`config.mk`:
```
export PLATFORM = sky130hd
export DESIGN_NAME = trig_matcher
export DESIGN_NICKNAME = d
export VERILOG_FILES = /design/src/rtl/trig_matcher_pkg.sv /design/src/rtl/trig_stage_unit.sv /design/src/rtl/trig_sequencer.sv /design/src/rtl/trig_matcher.sv
export SDC_FILE = /design/constraint.sdc
export NUM_CORES = 1
export LEC_CHECK = 0
export BUFFER_PORTS_ARGS = -buffer_cell sky130_fd_sc_hd__buf_2
export CORE_ASPECT_RATIO = 1.5
export CORE_MARGIN = 8
export CORE_UTILIZATION = 64
export DETAILED_ROUTE_END_ITERATION = 12
export PLACE_DENSITY = 0.84
export SETUP_SLACK_MARGIN = 0.5
export SLEW_MARGIN = 5
export SYNTH_ARGS = -nofsm -noshare
export SYNTH_HDL_FRONTEND = slang
export SYNTH_SLANG_ARGS = --single-unit
```
`constraint.sdc`:
```
create_clock -name clk -period 4.8 [get_ports clk]
set_input_delay 0.96 -clock clk [delete_from_list [all_inputs] [get_ports clk]]
set_output_delay 0.96 -clock clk [all_outputs]
set_load 0.02 [all_outputs]
```
`src/rtl/trig_matcher_pkg.sv`:
```
package trig_matcher_pkg;
  typedef enum logic [1:0] {
    SEL_MASK  = 2'd0,
    SEL_VALUE = 2'd1,
    SEL_CFG   = 2'd2,
    SEL_NONE  = 2'd3
  } reg_sel_e;
endpackage

```
`src/rtl/trig_stage_unit.sv`:
```
module trig_stage_unit
  import trig_matcher_pkg::*;
#(
  parameter int DATA_W    = 32,
  parameter int IDX_W     = 2,
  parameter int STAGE_ID  = 0,
  parameter int FINAL_BIT = 3
) (
  input  logic              clk,
  input  logic              rst_n,
  input  logic              cfg_we,
  input  logic [IDX_W-1:0]  cfg_stage,
  input  logic [1:0]        cfg_sel,
  input  logic [DATA_W-1:0] cfg_wdata,
  input  logic [DATA_W-1:0] smp_data,
  output logic              hit,
  output logic              is_final
);
  localparam logic [IDX_W-1:0] MY_IDX = IDX_W'(STAGE_ID);

  logic [DATA_W-1:0] mask_q, mask_n;
  logic [DATA_W-1:0] val_q,  val_n;
  logic              fin_q,  fin_n;
  logic              sel_me;
  reg_sel_e          sel;

  assign sel    = reg_sel_e'(cfg_sel);
  assign sel_me = cfg_we && (cfg_stage == MY_IDX);

  always_comb begin
    mask_n = mask_q;
    val_n  = val_q;
    fin_n  = fin_q;
    if (sel_me) begin
      case (sel)
        SEL_MASK:  mask_n = cfg_wdata;
        SEL_VALUE: val_n  = cfg_wdata;
        SEL_CFG:   fin_n  = cfg_wdata[FINAL_BIT];
        default:   ;
      endcase
    end
  end

  always_ff @(posedge clk or negedge rst_n) begin
    if (!rst_n) begin
      mask_q <= '0;
      val_q  <= '0;
      fin_q  <= 1'b0;
    end else if (sel_me) begin
      mask_q <= mask_n;
      val_q  <= val_n;
      fin_q  <= fin_n;
    end
  end

  assign hit      = ~|((smp_data ^ val_q) & mask_q);
  assign is_final = fin_q;
endmodule

```
`src/rtl/trig_sequencer.sv`:
```
module trig_sequencer #(
  parameter int NUM_STAGES = 4,
  parameter int IDX_W      = 2
) (
  input  logic                  clk,
  input  logic                  rst_n,
  input  logic                  run,
  input  logic                  smp_valid,
  input  logic [NUM_STAGES-1:0] hit_vec,
  input  logic [NUM_STAGES-1:0] fin_vec,
  output logic [IDX_W-1:0]      live_idx,
  output logic                  armed,
  output logic                  fire
);
  localparam logic [IDX_W-1:0] LAST_IDX = IDX_W'(NUM_STAGES - 1);

  logic             armed_q, armed_n;
  logic [IDX_W-1:0] idx_q, idx_n;
  logic             step, hit_sel, fin_sel;

  assign hit_sel = hit_vec[idx_q];
  assign fin_sel = fin_vec[idx_q];
  assign step    = smp_valid && armed_q && !run;

  always_comb begin
    armed_n = armed_q;
    idx_n   = idx_q;
    if (run) begin
      armed_n = 1'b1;
      idx_n   = '0;
    end else if (step && hit_sel) begin
      if (fin_sel || (idx_q == LAST_IDX)) begin
        armed_n = 1'b0;
      end else begin
        idx_n = idx_q + 1'b1;
      end
    end
  end

  always_ff @(posedge clk or negedge rst_n) begin
    if (!rst_n) begin
      armed_q <= 1'b0;
      idx_q   <= '0;
    end else begin
      armed_q <= armed_n;
      idx_q   <= idx_n;
    end
  end

  assign fire     = step && hit_sel && fin_sel;
  assign live_idx = idx_q;
  assign armed    = armed_q;
endmodule

```
`src/rtl/trig_matcher.sv`:
```
module trig_matcher #(
  parameter int DATA_W     = 32,
  parameter int NUM_STAGES = 4,
  parameter int FINAL_BIT  = 3
) (
  input  logic                          clk,
  input  logic                          rst_n,
  input  logic                          cfg_we,
  input  logic [$clog2(NUM_STAGES)-1:0] cfg_stage,
  input  logic [1:0]                    cfg_sel,
  input  logic [DATA_W-1:0]             cfg_wdata,
  input  logic                          run,
  input  logic                          smp_valid,
  input  logic [DATA_W-1:0]             smp_data,
  output logic                          trig_pulse,
  output logic [$clog2(NUM_STAGES)-1:0] trig_stage
);
  localparam int IDX_W = $clog2(NUM_STAGES);

  logic [NUM_STAGES-1:0] hit_vec;
  logic [NUM_STAGES-1:0] fin_vec;
  logic                  armed;

  for (genvar g = 0; g < NUM_STAGES; g++) begin : g_stage
    trig_stage_unit #(
      .DATA_W   (DATA_W),
      .IDX_W    (IDX_W),
      .STAGE_ID (g),
      .FINAL_BIT(FINAL_BIT)
    ) i_stage (
      .clk      (clk),
      .rst_n    (rst_n),
      .cfg_we   (cfg_we),
      .cfg_stage(cfg_stage),
      .cfg_sel  (cfg_sel),
      .cfg_wdata(cfg_wdata),
      .smp_data (smp_data),
      .hit      (hit_vec[g]),
      .is_final (fin_vec[g])
    );
  end

  trig_sequencer #(
    .NUM_STAGES(NUM_STAGES),
    .IDX_W     (IDX_W)
  ) i_seq (
    .clk      (clk),
    .rst_n    (rst_n),
    .run      (run),
    .smp_valid(smp_valid),
    .hit_vec  (hit_vec),
    .fin_vec  (fin_vec),
    .live_idx (trig_stage),
    .armed    (armed),
    .fire     (trig_pulse)
  );
endmodule

```
After elaboration in Yosys (flattened, before gate mapping)
Index checks and enable logic that the tools add are counted.
{"block": "totals", "ff_bits": 263, "input_bits": 73, "out_inout_bits": 3, "wordCells": 77}
{"block": "classes", "addsub": 1, "order_cmp": 1, "n_eq_ne": 7, "muxes": 10, "n_bitwise": 8, "n_reduce_logical": 36}
{"cell": "32-bit bitwise AND", "count": 4}
{"cell": "32-bit OR reduction", "count": 4}
{"cell": "32-bit bitwise XOR", "count": 4}
{"cell": "2-bit AND reduction", "count": 14}
{"cell": "2-bit == test, second input constant", "count": 4}
{"cell": "1-bit logical AND", "count": 8}
{"cell": "2-bit two-way mux", "count": 3}
{"cell": "1-bit logical NOT", "count": 5}
{"cell": "1-bit two-way mux", "count": 5}
{"cell": "1-bit binary-select mux with 2-bit select", "count": 2}
{"cell": "2-bit by 1-bit == test with 1-bit output, second input constant", "count": 2}
{"cell": "2-bit logical NOT", "count": 2}
{"cell": "2-bit nonzero test", "count": 2}
{"cell": "2-bit by 3-bit less-than comparator with 1-bit output, second input constant", "count": 1}
{"cell": "2-bit by 1-bit adder with 2-bit output, second input constant", "count": 1}
{"cell": "2-bit inequality test, second input constant", "count": 1}
{"cell": "1-bit logical OR", "count": 1}

Longest topological paths before layout
{"block": "depth", "depth_word": 9, "mapped_depth": 8, "ltp_nobuf": 8}

Modules after synthesis
Synthesis repeated with hierarchy kept, for this count alone.
{"block": "hier_totals", "cells_unflattened": 791, "area_unflattened_um2": 12192.9}
{"mod": "trig_stage_unit at g_stage[1].i_stage ...", "n_inst": 2, "cells_each": 194, "area_per_inst_um2": 3026.7, "seq_area_each_um2": 1626.6}
{"mod": "trig_stage_unit at g_stage[3].i_stage", "n_inst": 1, "cells_each": 194, "area_per_inst_um2": 3014.1, "seq_area_each_um2": 1626.6}
{"mod": "trig_stage_unit at g_stage[0].i_stage", "n_inst": 1, "cells_each": 194, "area_per_inst_um2": 2891.5, "seq_area_each_um2": 1626.6}
{"mod": "trig_sequencer", "n_inst": 1, "cells_each": 15, "area_per_inst_um2": 234.0, "seq_area_each_um2": 75.1}

Worst setup path after synthesis
Ideal clock, no wire load.
{"block": "synth_timing", "path_kind": "input to output", "start": "input smp_data[22]", "end": "output trig_pulse", "arrival_time_ns": 2.475, "required_ns": 3.840, "slack_ns": 1.365, "path_stages": 7, "path_cell_list": "xor2_1 > a22o_1 > a221oi_2 > nand4_2 > o41ai_4 > o21ai_2 > nor2_1"}
{"block": "synth_via", "elab_chain_len": 8, "word_cells_on_any_way": 20, "classes_between": "mux: 2; bitwise: 8; reduce/logical: 10"}
{"item": "start, declared", "line": "trig_matcher.sv:14", "rtl": "input logic [DATA_W-1:0] smp_data,"}
{"item": "32-bit bitwise XOR", "line": "trig_stage_unit.sv:56", "rtl": "assign hit = ~|((smp_data ^ val_q) & mask_q);"}
{"item": "32-bit bitwise AND", "line": "trig_stage_unit.sv:56"}
{"item": "32-bit OR reduction", "line": "trig_stage_unit.sv:56"}
{"item": "1-bit logical NOT", "line": "trig_stage_unit.sv:56"}
{"item": "1-bit binary-select mux with 2-bit select (*)", "line": "trig_sequencer.sv:21", "rtl": "assign hit_sel = hit_vec[idx_q];"}
{"item": "1-bit two-way mux (implied by the code) (*)", "line": "trig_sequencer.sv:21"}
{"item": "1-bit logical AND (*) (2 in a row)", "line": "trig_sequencer.sv:50", "rtl": "assign fire = step && hit_sel && fin_sel;"}
{"item": "end, declared", "line": "trig_matcher.sv:15", "rtl": "output logic trig_pulse,"}
Mark *: on every way between the ends. The rest lies on a longest branch, timed or not. The select of a mux whose other input is x is not followed.

Worst setup path after layout
{"block": "layout_timing", "start": "input smp_data[28]", "end": "output trig_pulse"}
The elaborated chain is that of the path after synthesis.

==> results.md <==
* Status: finished clean
* Final hold violation count at 0
* Ys flop type: dfrtp_1
* Htree depth at 1
* Post-CTS Setup Inserts at 0
* Worst setup SP type: primary input
* GPL Wtd Cong at 0.857
* CP startpoint: smp_data[28]
* Max frequency at 0.251 GHz
* Largest area contributor in the netlist: dfrtp_1
* Critical path depth at 9
* First-pass GRT wire length at 44400 um
* GR Overflow Total at 0
* CP max stage cell: a222oi_1
* Pwr Density at 476 nW/um^2
* Max layer used: met4
* Reg2Reg Setup Slack at 2.48 ns
* Initial Utilization at 65.2%
* Post-Place Worst Slack at 0.933 ns
* Max-slew violation count at 0
* CORE AREA at 17900 sq um
* CP endpoint: trig_pulse
* EDFF count, synth at 0
* Initial DRC count at 527
* Worst setup margin at 0.812 ns
* TNS Setup at 0 ns
* # port buffers at 75
* Root Buffer: clkbuf_16
* Cell count after synthesis at 806
* Die Span X at 126 um
* DRT Wirelength at 28300 um
* Total GRT Usage at 25.3%
* Vias per cell at 6.29
* Final core utilization at 73.6%
* Mapped Nets at 880
* Reg2reg path depth at 7
* Asr flop ratio synth at 100%
* Clk pin slew, worst setup/hold paths at 0.06 ns
* Fin crit share at 83.1%
* Area Growth Syn to Fin at 12.8%
* Setup Skew at 0.0103 ns
* Final net count at 965
* DP HPWL at 19200 um
* Worst r2r src: g_stage[0].i_stage.val_q[28]$_DFFE_PN0P_
* RSZ-0062 raised after global routing: no
* Crit-path max cell delay at 0.64 ns
* Ys Warns at 0
* Setup Crit Path Kind: primary input to output port
* Data required time at the worst endpoint at 3.84 ns
* Critical path's most frequent cell: buf_2
* RR Endpoint: i_seq.armed$_DFFE_PN0P_
* Post-route DRC at 0
* Post-Syn Area at 11700 sq um
* Max Cap Viol at 0
* Met2 Wirelength at 14700 um
* Pre-antenna DRT Iters at 7
* CTS tree: yes
* CP cell instances: buf_2, xor2_1, a222oi_1, nand4_1, nor4_1, a211o_1, o21ai_2, nor2_1, buf_2
* CTS resizes at 0
* Inserted Clock Buffers at 25
* CTS Buffer Depth at 3
* Worst-Skew Late Latency at 0.52 ns
* Top cells by area, synth: dfrtp_1, mux2_2, xor2_1, a22oi_1, nand4_1
* # clock sinks at 263
* Top Ports at 76
* ANT nets after route at 0
* Min Hold Slack at 0.491 ns
* Worst Tran Pin Value at 1.07 ns
* Leakage at 0.00600 uW
* Layout cells sized above 1 at 43.6%
* DR WL/cell at 25.1 um
* Max rail drop VDD at 0.366 mV
* Synth Area per Inst at 14.5 sq um
* Pin count of the biggest net entering global routing at 125
* Delay-heaviest family, CP: compound AO/OA/AOI/OAI gates
* Slew HR at 28.9%
* Die area at 22900 sq um
* Seq/Total Area, Yosys at 56.5%
* Yosys cell types at 38
* # setup viols final at 0
* Inserted Diodes at 0
* CP Buf/Inv Count at 2
* HP Class: primary input to asynchronous set/reset pin
* Die span in y at 181 um
* Routed wl met3 at 1450 um
* Vias at 7088
* Data arrival time of the critical path at 3.03 ns
* Worst Path Max Fanout at 4
* Worst setup EP type: output port
* Met1 wire length at 10900 um
* Number of global-route vias before repair at 7784
* # rows at 60
* Hold buffers post-CTS at 0
* Top cell type's share of synthesized area at 56.5%
* Initial antenna violation count at 0
* Final min period at 3.99 ns
* Seq cells post-synth at 263
==> power breakdown <==
group	leakage [uW]	internal [uW]	total [uW]	switching, uW
Sequential	0.00322	2730	3050	319
Combinational	0.00236	633	1200	566
Clock	0.000417	1190	2010	825
==> cells in the final DEF, fill, tap and decap left out, drive strengths merged, types with 2 or more instances in the layout <==
master,instances
dfrtp,263
mux2,260
xor2,128
buf,86
a22oi,46
clkbuf,32
nand4,15
nand2,8
nor2,8
clkinv,7
nand3,6
a22o,5
a221oi,5
a222oi,4
inv,4
nor4,3
nor2b,3
bufinv,3
a21oi,2
nor3,2
clkinvlp,2
and3,2
==> routing by layer <==
metal / vias up / global-route usage [%]
met5: - / 0
met4: 0 / 11.0
met3: 69 / 4.19
met2: 206 / 44.1
met1: 3732 / 30.1
li1: 3081 / -
==> final cells by class <==
class / instances / area, sq um
Clock buffer: 32 / 692
Clock inverter: 13 / 155
Fill cell: 1139 / 4720
Inverter: 3 / 11.3
Multi-Input combinational cell: 512 / 4970
Sequential cell: 263 / 6580
Tap cell: 217 / 272
Timing Repair Buffer: 86 / 468
==> sequential cells by signal, summed over array words and instances (netlist names) <==
signal and cells:
i_seq.armed 1, g_stage.i_stage.mask_q 128, g_stage.i_stage.is_final 4, i_seq.live_idx 2, g_stage.i_stage.val_q 128
==> per-stage QoR <==
step	instance area, sq um	cells	power, uW
final	13100	1126	6260
after detailed placement	12300	1081	4270
after global routing	13100	1126	6510
after global placement	12300	1081	4180
after CTS	13100	1126	6290
after floorplan	11700	806	3800
==> kinds of logic (layout without fill, tap and decap cells) <==
family                     Yosys count  count (layout)  share of synthesized area, %
AOI/OAI and AO/OA                   71              71                          5.03
xor gates and xnor gates           128             128                          9.62
adders and majority gates            1               1                         0.107
buffers and inverters               31             134                          1.08
DFF                                263             263                          56.5
muxes                              261             261                          25.3
and+or+nand+nor                     51              51                          2.37
==> cells in the mapped netlist, drive strengths merged (3+ instances only) <==
cell type,number
a22oi,46
nor2,8
nand4,15
inv,3
clkbuf,9
xor2,128
a22o,5
nor2b,3
a222oi,4
dfrtp,263
nand2,8
nand3,6
nor4,3
mux2,260
a221oi,5
buf,19
==> how the worst min path moves through the flow <==
stage | from | cells past startpoint | endpoint | slack [ns]
floorplan | i_seq.armed$_DFFE_PN0P_ | 1 | i_seq.armed$_DFFE_PN0P_ | 0.47
global placement | i_seq.armed$_DFFE_PN0P_ | 1 | i_seq.armed$_DFFE_PN0P_ | 0.48
detailed placement | i_seq.armed$_DFFE_PN0P_ | 1 | i_seq.armed$_DFFE_PN0P_ | 0.49
CTS | g_stage[1].i_stage.mask_q[5]$_DFFE_PN0P_ | 1 | g_stage[1].i_stage.mask_q[5]$_DFFE_PN0P_ | 0.51
global route | g_stage[2].i_stage.mask_q[12]$_DFFE_PN0P_ | 1 | g_stage[2].i_stage.mask_q[12]$_DFFE_PN0P_ | 0.51
finish | rst_n | 1 | g_stage[3].i_stage.mask_q[25]$_DFFE_PN0P_ | 0.49
No activity file was read; power rests on OpenSTA's default activity.
